--- config.mk ---
export PLATFORM = sky130hd
export DESIGN_NAME = row_scan_shifter
export DESIGN_NICKNAME = d
export VERILOG_FILES = /design/src/rtl/row_scan_pkg.sv /design/src/rtl/row_scan_ctrl.sv /design/src/rtl/row_scan_chain.sv /design/src/rtl/row_level_enc.sv /design/src/rtl/row_scan_shifter.sv
export SDC_FILE = /design/constraint.sdc
export NUM_CORES = 1
export LEC_CHECK = 0
export BUFFER_PORTS_ARGS = -buffer_cell sky130_fd_sc_hd__buf_4
export CORE_UTILIZATION = 45
export CTS_BUF_LIST = sky130_fd_sc_hd__clkbuf_8
export DETAILED_ROUTE_END_ITERATION = 7
export PLACE_DENSITY = 0.76
export SYNTH_ARGS = -nofsm -noshare
export SYNTH_HDL_FRONTEND = slang
export SYNTH_SLANG_ARGS = --single-unit
--- constraint.sdc ---
create_clock -name clk -period 6 [get_ports clk]
set_input_delay 0.3 -clock clk [delete_from_list [all_inputs] [get_ports clk]]
set_output_delay 0.3 -clock clk [all_outputs]
set_load 0.005 [all_outputs]
--- src/rtl/row_scan_pkg.sv ---
package row_scan_pkg;
  typedef enum logic [1:0] {
    LVL_GND   = 2'b00,
    LVL_LOMID = 2'b01,
    LVL_HIMID = 2'b10,
    LVL_TOP   = 2'b11
  } drv_lvl_e;

  function automatic logic [1:0] pick_level(input logic sel, input logic pol,
                                            input logic on_n);
    drv_lvl_e l;
    if (!on_n)     l = LVL_GND;
    else if (sel)  l = pol ? LVL_TOP : LVL_GND;
    else           l = pol ? LVL_LOMID : LVL_HIMID;
    return l;
  endfunction
endpackage

--- src/rtl/row_scan_ctrl.sv ---
module row_scan_ctrl (
  input  logic clk,
  input  logic rst,
  input  logic lp_i,
  input  logic dir_i,
  output logic fall_o,
  output logic rev_q_o
);
  logic lp_q;

  always_ff @(posedge clk) begin
    if (rst) begin
      lp_q    <= 1'b0;
      rev_q_o <= 1'b0;
    end else begin
      lp_q    <= lp_i;
      rev_q_o <= dir_i;
    end
  end

  assign fall_o = lp_q & ~lp_i;
endmodule

--- src/rtl/row_scan_chain.sv ---
module row_scan_chain #(
  parameter int NUM_ROWS = 240
) (
  input  logic                clk,
  input  logic                rst,
  input  logic                fall_i,
  input  logic                rev_i,
  input  logic                a_in,
  input  logic                b_in,
  output logic [NUM_ROWS-1:0] rows_d,
  output logic [NUM_ROWS-1:0] rows_q
);
  localparam int LAST = NUM_ROWS - 1;

  for (genvar g = 0; g < NUM_ROWS; g++) begin : g_stage
    logic from_lo, from_hi;
    if (g == 0) begin : g_first
      assign from_lo = a_in;
    end else begin : g_mid_lo
      assign from_lo = rows_q[g-1];
    end
    if (g == LAST) begin : g_last
      assign from_hi = b_in;
    end else begin : g_mid_hi
      assign from_hi = rows_q[g+1];
    end
    always_comb begin
      if (fall_i) rows_d[g] = rev_i ? from_hi : from_lo;
      else        rows_d[g] = rows_q[g];
    end
  end

  always_ff @(posedge clk) begin
    if (rst) rows_q <= '0;
    else     rows_q <= rows_d;
  end


  hold_rows_chk: assert property (@(posedge clk) disable iff (rst)
    !fall_i |=> $stable(rows_q));

  fwd_entry_chk: assert property (@(posedge clk) disable iff (rst)
    (fall_i && !rev_i) |=> rows_q[0] == $past(a_in));

  rev_entry_chk: assert property (@(posedge clk) disable iff (rst)
    (fall_i && rev_i) |=> rows_q[LAST] == $past(b_in));
endmodule

--- src/rtl/row_level_enc.sv ---
module row_level_enc
  import row_scan_pkg::*;
#(
  parameter int NUM_ROWS = 240
) (
  input  logic                  clk,
  input  logic                  rst,
  input  logic [NUM_ROWS-1:0]   rows_d,
  input  logic                  pol_i,
  input  logic                  on_n_i,
  output logic [2*NUM_ROWS-1:0] lvl_q
);
  for (genvar g = 0; g < NUM_ROWS; g++) begin : g_lvl
    always_ff @(posedge clk) begin
      if (rst) lvl_q[2*g+1:2*g] <= LVL_GND;
      else     lvl_q[2*g+1:2*g] <= pick_level(rows_d[g], pol_i, on_n_i);
    end
  end


  off_gnd_chk: assert property (@(posedge clk) disable iff (rst)
    !on_n_i |=> lvl_q == '0);

  sel_top_chk: assert property (@(posedge clk) disable iff (rst)
    (on_n_i && pol_i && rows_d[0]) |=> lvl_q[1:0] == 2'b11);

  idle_mid_chk: assert property (@(posedge clk) disable iff (rst)
    (on_n_i && !pol_i && !rows_d[0]) |=> lvl_q[1:0] == 2'b10);
endmodule

--- src/rtl/row_scan_shifter.sv ---
module row_scan_shifter #(
  parameter int NUM_ROWS = 240
) (
  input  logic                  clk,
  input  logic                  rst,
  input  logic                  line_pulse,
  input  logic                  dir_rev,
  input  logic                  frame_pol,
  input  logic                  disp_on_n,
  input  logic                  casc_a_in,
  output logic                  casc_a_out,
  output logic                  casc_a_oe,
  input  logic                  casc_b_in,
  output logic                  casc_b_out,
  output logic                  casc_b_oe,
  output logic [2*NUM_ROWS-1:0] lvl_o
);
  localparam int LAST = NUM_ROWS - 1;

  logic                fall;
  logic                rev_q;
  logic [NUM_ROWS-1:0] rows_d;
  logic [NUM_ROWS-1:0] rows_q;

  row_scan_ctrl ctrl_i (
    .clk    (clk),
    .rst    (rst),
    .lp_i   (line_pulse),
    .dir_i  (dir_rev),
    .fall_o (fall),
    .rev_q_o(rev_q)
  );

  row_scan_chain #(.NUM_ROWS(NUM_ROWS)) chain_i (
    .clk   (clk),
    .rst   (rst),
    .fall_i(fall),
    .rev_i (rev_q),
    .a_in  (casc_a_in),
    .b_in  (casc_b_in),
    .rows_d(rows_d),
    .rows_q(rows_q)
  );

  row_level_enc #(.NUM_ROWS(NUM_ROWS)) enc_i (
    .clk   (clk),
    .rst   (rst),
    .rows_d(rows_d),
    .pol_i (frame_pol),
    .on_n_i(disp_on_n),
    .lvl_q (lvl_o)
  );

  assign casc_a_oe  = rev_q;
  assign casc_b_oe  = ~rev_q;
  assign casc_a_out = rows_q[0];
  assign casc_b_out = rows_q[LAST];


  dir_follow_chk: assert property (@(posedge clk) disable iff (rst)
    1'b1 |=> casc_a_oe == $past(dir_rev));
endmodule

==> results of run 1 <==
==> final timing paths <==
| check | to | slack, ps | cells after the start |
|---|---|---|---|
| worst max-delay path | lvl_o[96] | 2860 | 2 |
| worst min-delay path | chain_i.rows_q[239] | 70 | 4 |
| worst max register to register | enc_i.lvl_q[29] | 3420 | 5 |
| worst min register to register | chain_i.rows_q[77] | 560 | 2 |
==> power by group through the flow <==
stage | logic (uW) | registers (uW) | clock network [uW]
floorplan | 346 | 3380 | 0
global placement | 470 | 3380 | 0
detailed placement | 477 | 3380 | 0
CTS | 480 | 3310 | 3050
global route | 512 | 3310 | 3210
finish | 474 | 3310 | 2970
==> layout by cell type (no fill, tap or decap), drive strengths merged, types with 2 or more instances in the layout <==
cell / synthesis / routed
buf: 297 / 504
bufinv: 0 / 3
clkbuf: 76 / 101
clkinv: 0 / 7
clkinvlp: 0 / 4
dfxtp: 483 / 483
dlygate4sd3: 0 / 2
inv: 2 / 29
mux2: 240 / 240
mux2i: 480 / 480
nor2: 240 / 240
nor2b: 4 / 4
==> registers in the layout, indices dropped and copies added (netlist names) <==
register,count
ctrl_i.rev_q_o,1
enc_i.lvl_q,241
ctrl_i.lp_q,1
chain_i.rows_q,240
==> cell families after synthesis <==
kind of cell / count (synthesis) / share of synthesized area, %
flip-flops: 483 / 45.2
multiplexers: 720 / 38.4
buffers and inverters: 375 / 12.0
AND/OR/NAND/NOR: 246 / 4.38
==> routing by layer <==
metal  vias to the layer above  global-route usage [%]  routed length, um
li1                       6362                       -                  -
met3                        86                    5.42               3160
met4                         0                    8.09               1420
met5                         -                       0                  0
met1                      6175                    20.9              18700
met2                       368                    30.6              22300
==> through the flow <==
stage               hold slack [ps]  power [uW]  utilization [%]  cells
global placement                517        3850             50.2   2563
CTS                            17.6        6840             53.8   2706
global route                   68.9        7030             53.8   2707
floorplan                       428        3730                -   1824
detailed placement              521        3860             50.2   2563
finish                         65.3        6750             53.8   2707
==> layout make-up <==
cell class / instances / share of cell area, %
sequential: 483 / 38.5
multi-input combinational: 966 / 36.5
timing repair buffer: 507 / 15.4
clock buffer: 100 / 5.47
tap: 607 / 3.02
clock inverter: 41 / 1.11
inverter: 2 / 0.0299
antenna: 1 / 0.00995
==> critical path: cells and delay by family (launching register included) <==
family	cells	cell delay (ps)
buffers and inverters	2	1250
DFF	1	830
==> Yosys cell counts, drive strengths merged <==
master | count | area, um2
nor2 | 240 | 901
buf | 297 | 2270
nor2b | 4 | 25.0
mux2i | 480 | 4800
nand2b | 1 | 6.26
clkbuf | 76 | 285
mux2 | 240 | 3410
nand2 | 1 | 3.75
inv | 2 | 7.51
dfxtp | 483 | 9670
==> impl_metrics.ini, run 1 <==
[outcome]
run_status = finished, violations left
failing_checks = DRC

[logic_synthesis]
synth-seq-area-share_pct = 45.2
ys_ff_latch = 483
synth_cell_type_count = 13
synthesis.area_per_instance_um2 = 11.7
netlist_instances = 1824
synthesis.yosys.warnings = 0
synth.cell_area_um2 = 21400
synthesis.nets = 1832

[worst_setup_path]
startpoint_type = flip-flop
timing.critical_path.cells = buf_4 -> buf_4
slowest_delay_ps = 990
timing.setup.critical_path_class = reg2out
critPathLaunch = enc_i.lvl_q[358]
timing.critical_path.slowest_stage_cell = sky130_fd_sc_hd__buf_4
r2r-start = ctrl_i.lp_q
critPathArrivalTime_ps = 2840
top_fanout_value_on_the_critical_path = 151
timing.critical_path.mode_cell = sky130_fd_sc_hd__buf_4
crit_path_end_kind = output port
timing.critical_path.required_ps = 5700

[grt]
grt_first_pass_wirelength_um = 68900
vias_in_the_first_global_route = 12456
global_route.usage.total_pct = 18.1
grt_start_max_net_pins = 152
overflow = 0
grt_antenna_before_repair = 1

[sta]
maxSlewHeadroom_pct = 18.8
setup_viol_count_final = 0
final.setup.worst_slack_ps = 2860
period_minus_slack_ps = 3140
report.final.hold_viol_count = 0
layout_worst_path_cycle_share_pct = 52.4
worst_pin_slew_ps = 1220
final.setup_skew_ps = 41.2
final-max-slew-violation-count = 0
maxClockFrequency_mhz = 318
setup_repair_after_global_routing_missed_its_margin = no
finalSetupTns_ps = 0

[layout]
drive_above_1_share_pct = 41.3
syn2layout_area_growth_pct = 17.6
multi_input_comb_area_um2 = 9180
fill_cell_total_of_the_finished_layout = 3935
final_net_count = 2048
layout.area.seq_um2 = 9680
fin_area_um2 = 25100

[min_path]
holdCritStartpoint = casc_b_in
min-delay-path-class = in2reg

[power]
cellPowerDensity_nw_per_um2 = 269
vdd_ir_drop_max_uv = 240
p_leak_uw = 0.0126
pwr-share-comb_pct = 7.0
power.sequential.fraction_pct = 49.0
p_switching_uw = 1600
share_clk_of_total_power_pct = 44.0
p_int_uw = 5150
fraction_of_power_spent_switching_nets_pct = 23.7

[route]
initialDrtViolationCount = 632
route.detailed.wl_per_inst_um = 16.8
detail-route-antenna-nets = 0
via_count = 12991
drc_errors = 46
detail_route.first_pass.iterations = 7
routed_wl_um = 45600
vias_per_cell = 4.80

[die]
chipWidth_um = 220
initial_core_util_pct = 45.7
core_area_um2 = 46800
std_cell_rows = 79
die_height_um = 220
ioPinCount = 492
die-area_um2 = 48400

[flow_run]
maxCapViolations = 0

[placement]
detailed_place_hpwl_um = 29400
gp_congestion = 0.771
port-buffer-count = 491
pre_cts_slack_ps = 2960
post_dp_cell_area_um2 = 23500

[clock_tree]
worst_setup_hold_path_clk_slew_ps = 60
cts.repair_timing.setup_buffer_count = 0
tritoncts_clock_tree = done
clock_latency_ps = 670
clockRootBuffer = sky130_fd_sc_hd__clkbuf_8
holdBufCountCts = 2
ctsHtreeMaxLevel = 3
cts_inserted_buffers = 80
clock_sinks = 483
max-clock-path-buffers = 3
postCtsResizedCells = 0
No activity file was read; power rests on OpenSTA's default activity.
==> run 2, diff against run 1 <==
Settings changed: ABC_AREA set to 1, PLACE_DENSITY 0.76 to 0.75.
Clock period 6 ns to 3.2 ns, I/O delays scaled along.
==> run 2 against run 1 <==
Against the previous run:
- the run now ends clean
- synthesized cell count grew 97%
- highest routed layer is now met5
- clock power grew 84%
- largest power group unchanged
- global-route usage grew 4.8 points
- non-clock buffer count grew 24
- critical endpoint is now casc_b_oe
- via count grew 68%
- worst setup slack lost 2000 ps
==> impl_metrics.ini, run 2 <==
[clock_tree]
worst_setup_hold_path_clk_slew_ps = 60
tritoncts_clock_tree = done
clockRootBuffer = sky130_fd_sc_hd__clkbuf_8
clock_latency_ps = 660
max-clock-path-buffers = 3
cts_inserted_buffers = 84
clock_sinks = 483
ctsHtreeMaxLevel = 3
postCtsResizedCells = 0
cts.repair_timing.setup_buffer_count = 0
holdBufCountCts = 7

[die]
core_area_um2 = 50600
ioPinCount = 492
die-area_um2 = 52600
std_cell_rows = 82
die_height_um = 229
chipWidth_um = 229
initial_core_util_pct = 46.0

[sta]
final.setup_skew_ps = 34.3
setup_repair_after_global_routing_missed_its_margin = no
setup_viol_count_final = 0
maxSlewHeadroom_pct = 16.2
finalSetupTns_ps = 0
report.final.hold_viol_count = 0
maxClockFrequency_mhz = 422
layout_worst_path_cycle_share_pct = 74.1
worst_pin_slew_ps = 1260
final-max-slew-violation-count = 0
period_minus_slack_ps = 2370
whs_ps = 94.3

[logic_synthesis]
synth_ff_type = sky130_fd_sc_hd__dfxtp_1
yosysMostFrequentCell = sky130_fd_sc_hd__nand2_1
synthesis.area_per_instance_um2 = 6.49
ys_ff_latch = 483
synth-edff-count = 0
synth-seq-area-share_pct = 41.6
synth_largest_area_cell = sky130_fd_sc_hd__dfxtp_1
synth_cell_type_count = 14
top_post_synthesis_cells_by_count = 1201 x sky130_fd_sc_hd__nand2_1, 483 x sky130_fd_sc_hd__dfxtp_1, 482 x sky130_fd_sc_hd__nor2_1
ys_top_cells_by_area = sky130_fd_sc_hd__dfxtp_1 42%, sky130_fd_sc_hd__nand2_1 19%, sky130_fd_sc_hd__nand3_1 10%
synthesis.nets = 3593
synth.cell_area_um2 = 23300
netlist_instances = 3585
synthesis.yosys.warnings = 0
async_flop_share_pct = 0
yosysTopAreaCellShare_pct = 41.6

[power]
power.sequential.fraction_pct = 46.8
vdd_ir_drop_max_uv = 353
pwr-share-comb_pct = 14.3
cellPowerDensity_nw_per_um2 = 514
p_int_uw = 10100
p_leak_uw = 0.0126
share_clk_of_total_power_pct = 38.9
p_switching_uw = 3910
fraction_of_power_spent_switching_nets_pct = 27.9

[worst_setup_path]
timing.setup.critical_path_class = reg2out
timing.critical_path.required_ps = 3040
worst-r2r-setup-slack_ps = 960
kind_of_cell_adding_the_most_delay_to_the_critical_path = buffers and inverters
r2r-start = ctrl_i.lp_q
timing.critical_path.cells = inv_8 -> buf_4 -> buf_4
timing.critical_path.to = casc_b_oe
rr_worst_depth = 7
cp_num_buf_inv = 3
critPathArrivalTime_ps = 2210
timing.critical_path.mode_cell = sky130_fd_sc_hd__buf_4
crit_path_end_kind = output port
slowest_delay_ps = 540
startpoint_type = flip-flop
timing.critical_path.slowest_stage_cell = sky130_fd_sc_hd__inv_8
crit-reg2reg-capture = chain_i.rows_q[239]
crit_cells = 3
top_fanout_value_on_the_critical_path = 112
critPathLaunch = ctrl_i.rev_q_o

[layout]
layout_common_cells = 1200 x sky130_fd_sc_hd__nand2_1, 505 x sky130_fd_sc_hd__buf_4, 482 x sky130_fd_sc_hd__nor2_1
commonest_non_fill_non_tap_cell_in_the_layout = sky130_fd_sc_hd__nand2_1
drive_above_1_share_pct = 17.0
final_net_count = 3760
top_regs = enc_i.lvl_q: 241 flops, chain_i.rows_q: 240 flops
largest_reg_flops = 241
final_cell_count_no_fill = 4478
syn2layout_area_growth_pct = 17.1
fin_area_um2 = 27200
top_register = enc_i.lvl_q

[grt]
grt_antenna_before_repair = 1
global_route.usage.total_pct = 22.9
grt_start_max_net_pins = 241
vias_in_the_first_global_route = 19170
grt_first_pass_wirelength_um = 98700
overflow = 0

[route]
initialDrtViolationCount = 1644
detail-route-antenna-nets = 0
via_count = 21850
routed_wl_um = 62500
vias_per_cell = 4.88
drc_errors = 0
detail_route.first_pass.iterations = 5
route.detailed.wl_per_inst_um = 14.0

[min_path]
min-delay-path-class = in2reg

[flow_run]
maxCapViolations = 0

[placement]
gp_congestion = 0.818
post_dp_cell_area_um2 = 25600
detailed_place_hpwl_um = 39200
port-buffer-count = 491
numPlacedInstances = 4331

[outcome]
run_status = complete, no violations
## run 2: power by group through the flow
| stage | clock network [uW] | logic, uW | registers, uW |
|---|---|---|---|
| finish | 5450 | 2000 | 6550 |
| global route | 5840 | 2250 | 6580 |
| CTS | 5580 | 2010 | 6550 |
| detailed placement | 0 | 1990 | 6670 |
| global placement | 0 | 1960 | 6680 |
| floorplan | 0 | 1400 | 6640 |
## run 2: cells by family after synthesis
family / synth area share, %
flip-flops: 41.6
AND/OR/NAND/NOR: 37.6
buffers and inverters: 15.7
AO/OA/AOI/OAI: 5.16
## run 2: worst min-delay path by stage
stage / start / slack [ps] / end / cells past startpoint
2_1_floorplan: dir_rev / 270 / ctrl_i.rev_q_o / 2
5_1_grt: frame_pol / 100 / enc_i.lvl_q[419] / 4
3_3_place_gp: dir_rev / 420 / ctrl_i.rev_q_o / 3
4_1_cts: frame_pol / 30 / enc_i.lvl_q[421] / 4
3_5_place_dp: dir_rev / 410 / ctrl_i.rev_q_o / 3
6_report: frame_pol / 90 / enc_i.lvl_q[201] / 4
## run 2: area by class of cell
cell class / count / area [um2]
fillers: 4984 / 23300
multi-input cells: 2406 / 9960
flip-flops and latches: 483 / 9680
repair buffers: 531 / 4240
clock buffers: 106 / 1460
inverters: 246 / 938
well taps: 672 / 841
clock inverters: 33 / 138
diodes: 1 / 2.50
## run 2: metrics by stage
step | setup WS (ps) | total power, uW | utilization [%]
after floorplan | 329 | 8040 | -
after global routing | 676 | 14700 | 53.9
after global placement | 1210 | 8630 | 50.6
after detailed placement | 1170 | 8660 | 50.6
final | 830 | 14000 | 53.9
after CTS | 749 | 14100 | 53.9
## run 2: worst min-delay path: stages
cell                      delay (ps)
sky130_fd_sc_hd__buf_4           110
sky130_fd_sc_hd__inv_8           140
sky130_fd_sc_hd__a21oi_1         190
sky130_fd_sc_hd__nor2_1           60
## run 2: metal layers
metal / GRT usage, % / vias to the layer above / routed length [um]
met5: 0 / - / 13
met2: 36.9 / 758 / 28200
met1: 29.6 / 9697 / 27500
met4: 8.40 / 2 / 2000
met3: 5.38 / 122 / 4750
li1: - / 11271 / -
==> run 3, diff against run 2 <==
Clock period 3.2 ns to 2.2 ns, I/O delays scaled along.
==> run 3 against run 2 <==
Against the previous run:
- first-iteration DRC count is 8.2% lower
- cell area is 1.6% higher
- critical path type unchanged
- power is 50% higher
- wire length is 1.4% lower
- global-route usage is 0.17 points lower
- worst setup slack worse by 730 ps
- sequential share of layout area is 0.56 points lower
- highest routed layer unchanged
- sequential power is 45% higher
- register-to-register slack worse by 520 ps
- utilization is 0.86 points higher
- largest cell class unchanged
==> impl_metrics.ini, run 3 (same netlist as run 2, synthesis figures left out) <==
[worst_setup_path]
rr_worst_depth = 7
worst-r2r-setup-slack_ps = 440
critPathArrivalTime_ps = 1990
timing.critical_path.cells = buf_12 -> buf_4 -> buf_4
critPathLaunch = ctrl_i.rev_q_o
crit-reg2reg-capture = enc_i.lvl_q[143]
startpoint_type = flip-flop
crit_path_end_kind = output port
slowest_delay_ps = 410
top_fanout_value_on_the_critical_path = 90
timing.critical_path.mode_cell = sky130_fd_sc_hd__buf_4
timing.setup.critical_path_class = reg2out
r2r-start = ctrl_i.rev_q_o
timing.critical_path.to = casc_a_oe
timing.critical_path.required_ps = 2090
timing.critical_path.slowest_stage_cell = sky130_fd_sc_hd__dfxtp_4

[grt]
grt_util_met1_pct = 29.3
global_route.peak_usage_layer = met2
vias_in_the_first_global_route = 19130
grt_start_max_net_pins = 241
grt.met2_usage_pct = 36.5
global_route.usage.met3_pct = 6.10
grt_first_pass_wirelength_um = 98100
global_route.usage.total_pct = 22.7
overflow = 0
grt_antenna_before_repair = 2

[min_path]
min-delay-path-class = in2reg

[clock_tree]
postCtsResizedCells = 0
holdBufCountCts = 6
clock_sinks = 483
cts.repair_timing.setup_buffer_count = 0
clockRootBuffer = sky130_fd_sc_hd__clkbuf_8
max-clock-path-buffers = 3
worst_setup_hold_path_clk_slew_ps = 60
clock_latency_ps = 670
ctsHtreeMaxLevel = 3
tritoncts_clock_tree = done
cts_inserted_buffers = 84

[die]
std_cell_rows = 82
core_area_um2 = 50600
die-area_um2 = 52600
initial_core_util_pct = 46.0
ioPinCount = 492
die_height_um = 229
chipWidth_um = 229

[placement]
gp_congestion = 0.826
port-buffer-count = 491
detailed_place_hpwl_um = 39700
pre_cts_slack_ps = 488

[sta]
final.setup.worst_slack_ps = 96.9
finalSetupTns_ps = 0
maxSlewHeadroom_pct = 41.1
maxClockFrequency_mhz = 475
layout_worst_path_cycle_share_pct = 95.6
final.setup_skew_ps = 24.8
period_minus_slack_ps = 2100
report.final.hold_viol_count = 0
setup_viol_count_final = 0
setup_repair_after_global_routing_missed_its_margin = no
final-max-slew-violation-count = 0
worst_pin_slew_ps = 884

[layout]
commonest_non_fill_non_tap_cell_in_the_layout = sky130_fd_sc_hd__nand2_1
multi_input_comb_area_um2 = 9960
top_regs = enc_i.lvl_q: 241 flops, chain_i.rows_q: 240 flops
top_register = enc_i.lvl_q
fill_cell_total_of_the_finished_layout = 4939
syn2layout_area_growth_pct = 19.0
layout_common_cells = 1200 x sky130_fd_sc_hd__nand2_1, 509 x sky130_fd_sc_hd__buf_4, 482 x sky130_fd_sc_hd__nor2_1
drive_above_1_share_pct = 17.5
layout.area.seq_um2 = 9680
largest_reg_flops = 241
final_net_count = 3776
diodes = 0

[route]
detail_route.first_pass.iterations = 5
via_count = 21677
routed_wl_um = 61600
route.detailed.wl_per_inst_um = 13.7
drc_errors = 0
initialDrtViolationCount = 1509
vias_per_cell = 4.81
detail-route-antenna-nets = 0

[outcome]
run_status = complete, no violations

[power]
p_leak_uw = 0.0129
cellPowerDensity_nw_per_um2 = 757
vdd_ir_drop_max_uv = 482

[flow_run]
maxCapViolations = 0
-- run 3: final cells by class --
cell class                      instances  area share [%]
Tap cell                              672            3.04
Clock buffer                          107            5.32
Multi-Input combinational cell       2406            36.0
Sequential cell                       483            35.0
Timing Repair Buffer                  547            16.3
Clock inverter                         46            1.02
Inverter                              246            3.39
-- run 3: worst min path at each step --
stage | startpoint | to | cells past startpoint
finish | rst | chain_i.rows_q[60] | 3
floorplan | dir_rev | ctrl_i.rev_q_o | 2
global placement | dir_rev | ctrl_i.rev_q_o | 3
global route | rst | chain_i.rows_q[170] | 3
detailed placement | dir_rev | ctrl_i.rev_q_o | 3
CTS | rst | enc_i.lvl_q[19] | 5
-- run 3: per-layer routing --
metal,wire (um),up-vias
li1,-,11311
met1,27700,9625
met2,27700,637
met3,4630,102
met4,1520,2
met5,13,-
-- run 3: worst max-delay path: cells and delay by family, from the launching register on --
family	cells	cell delay [ps]
flip-flops	1	410
buffers and inverters	3	880
-- run 3: report_power, final --
part	internal, uW	leakage, uW	switching (uW)
clock network	4720	0.00101	3740
registers	9230	0.00396	289
logic	1220	0.00790	1750
total	15200	0.0129	5780
-- run 3: through the flow --
step                instances  total power, uW  cell area [um2]  utilization (%)  hold slack [ps]
floorplan                3585            11700            23300                -              217
global placement         4348            12600            25900             51.1              367
detailed placement       4348            12700            25900             51.1              369
CTS                      4507            21200            27700             54.7             21.9
global route             4507            22000            27700             54.7             58.4
finish                   4507            20900            27700             54.7             51.3
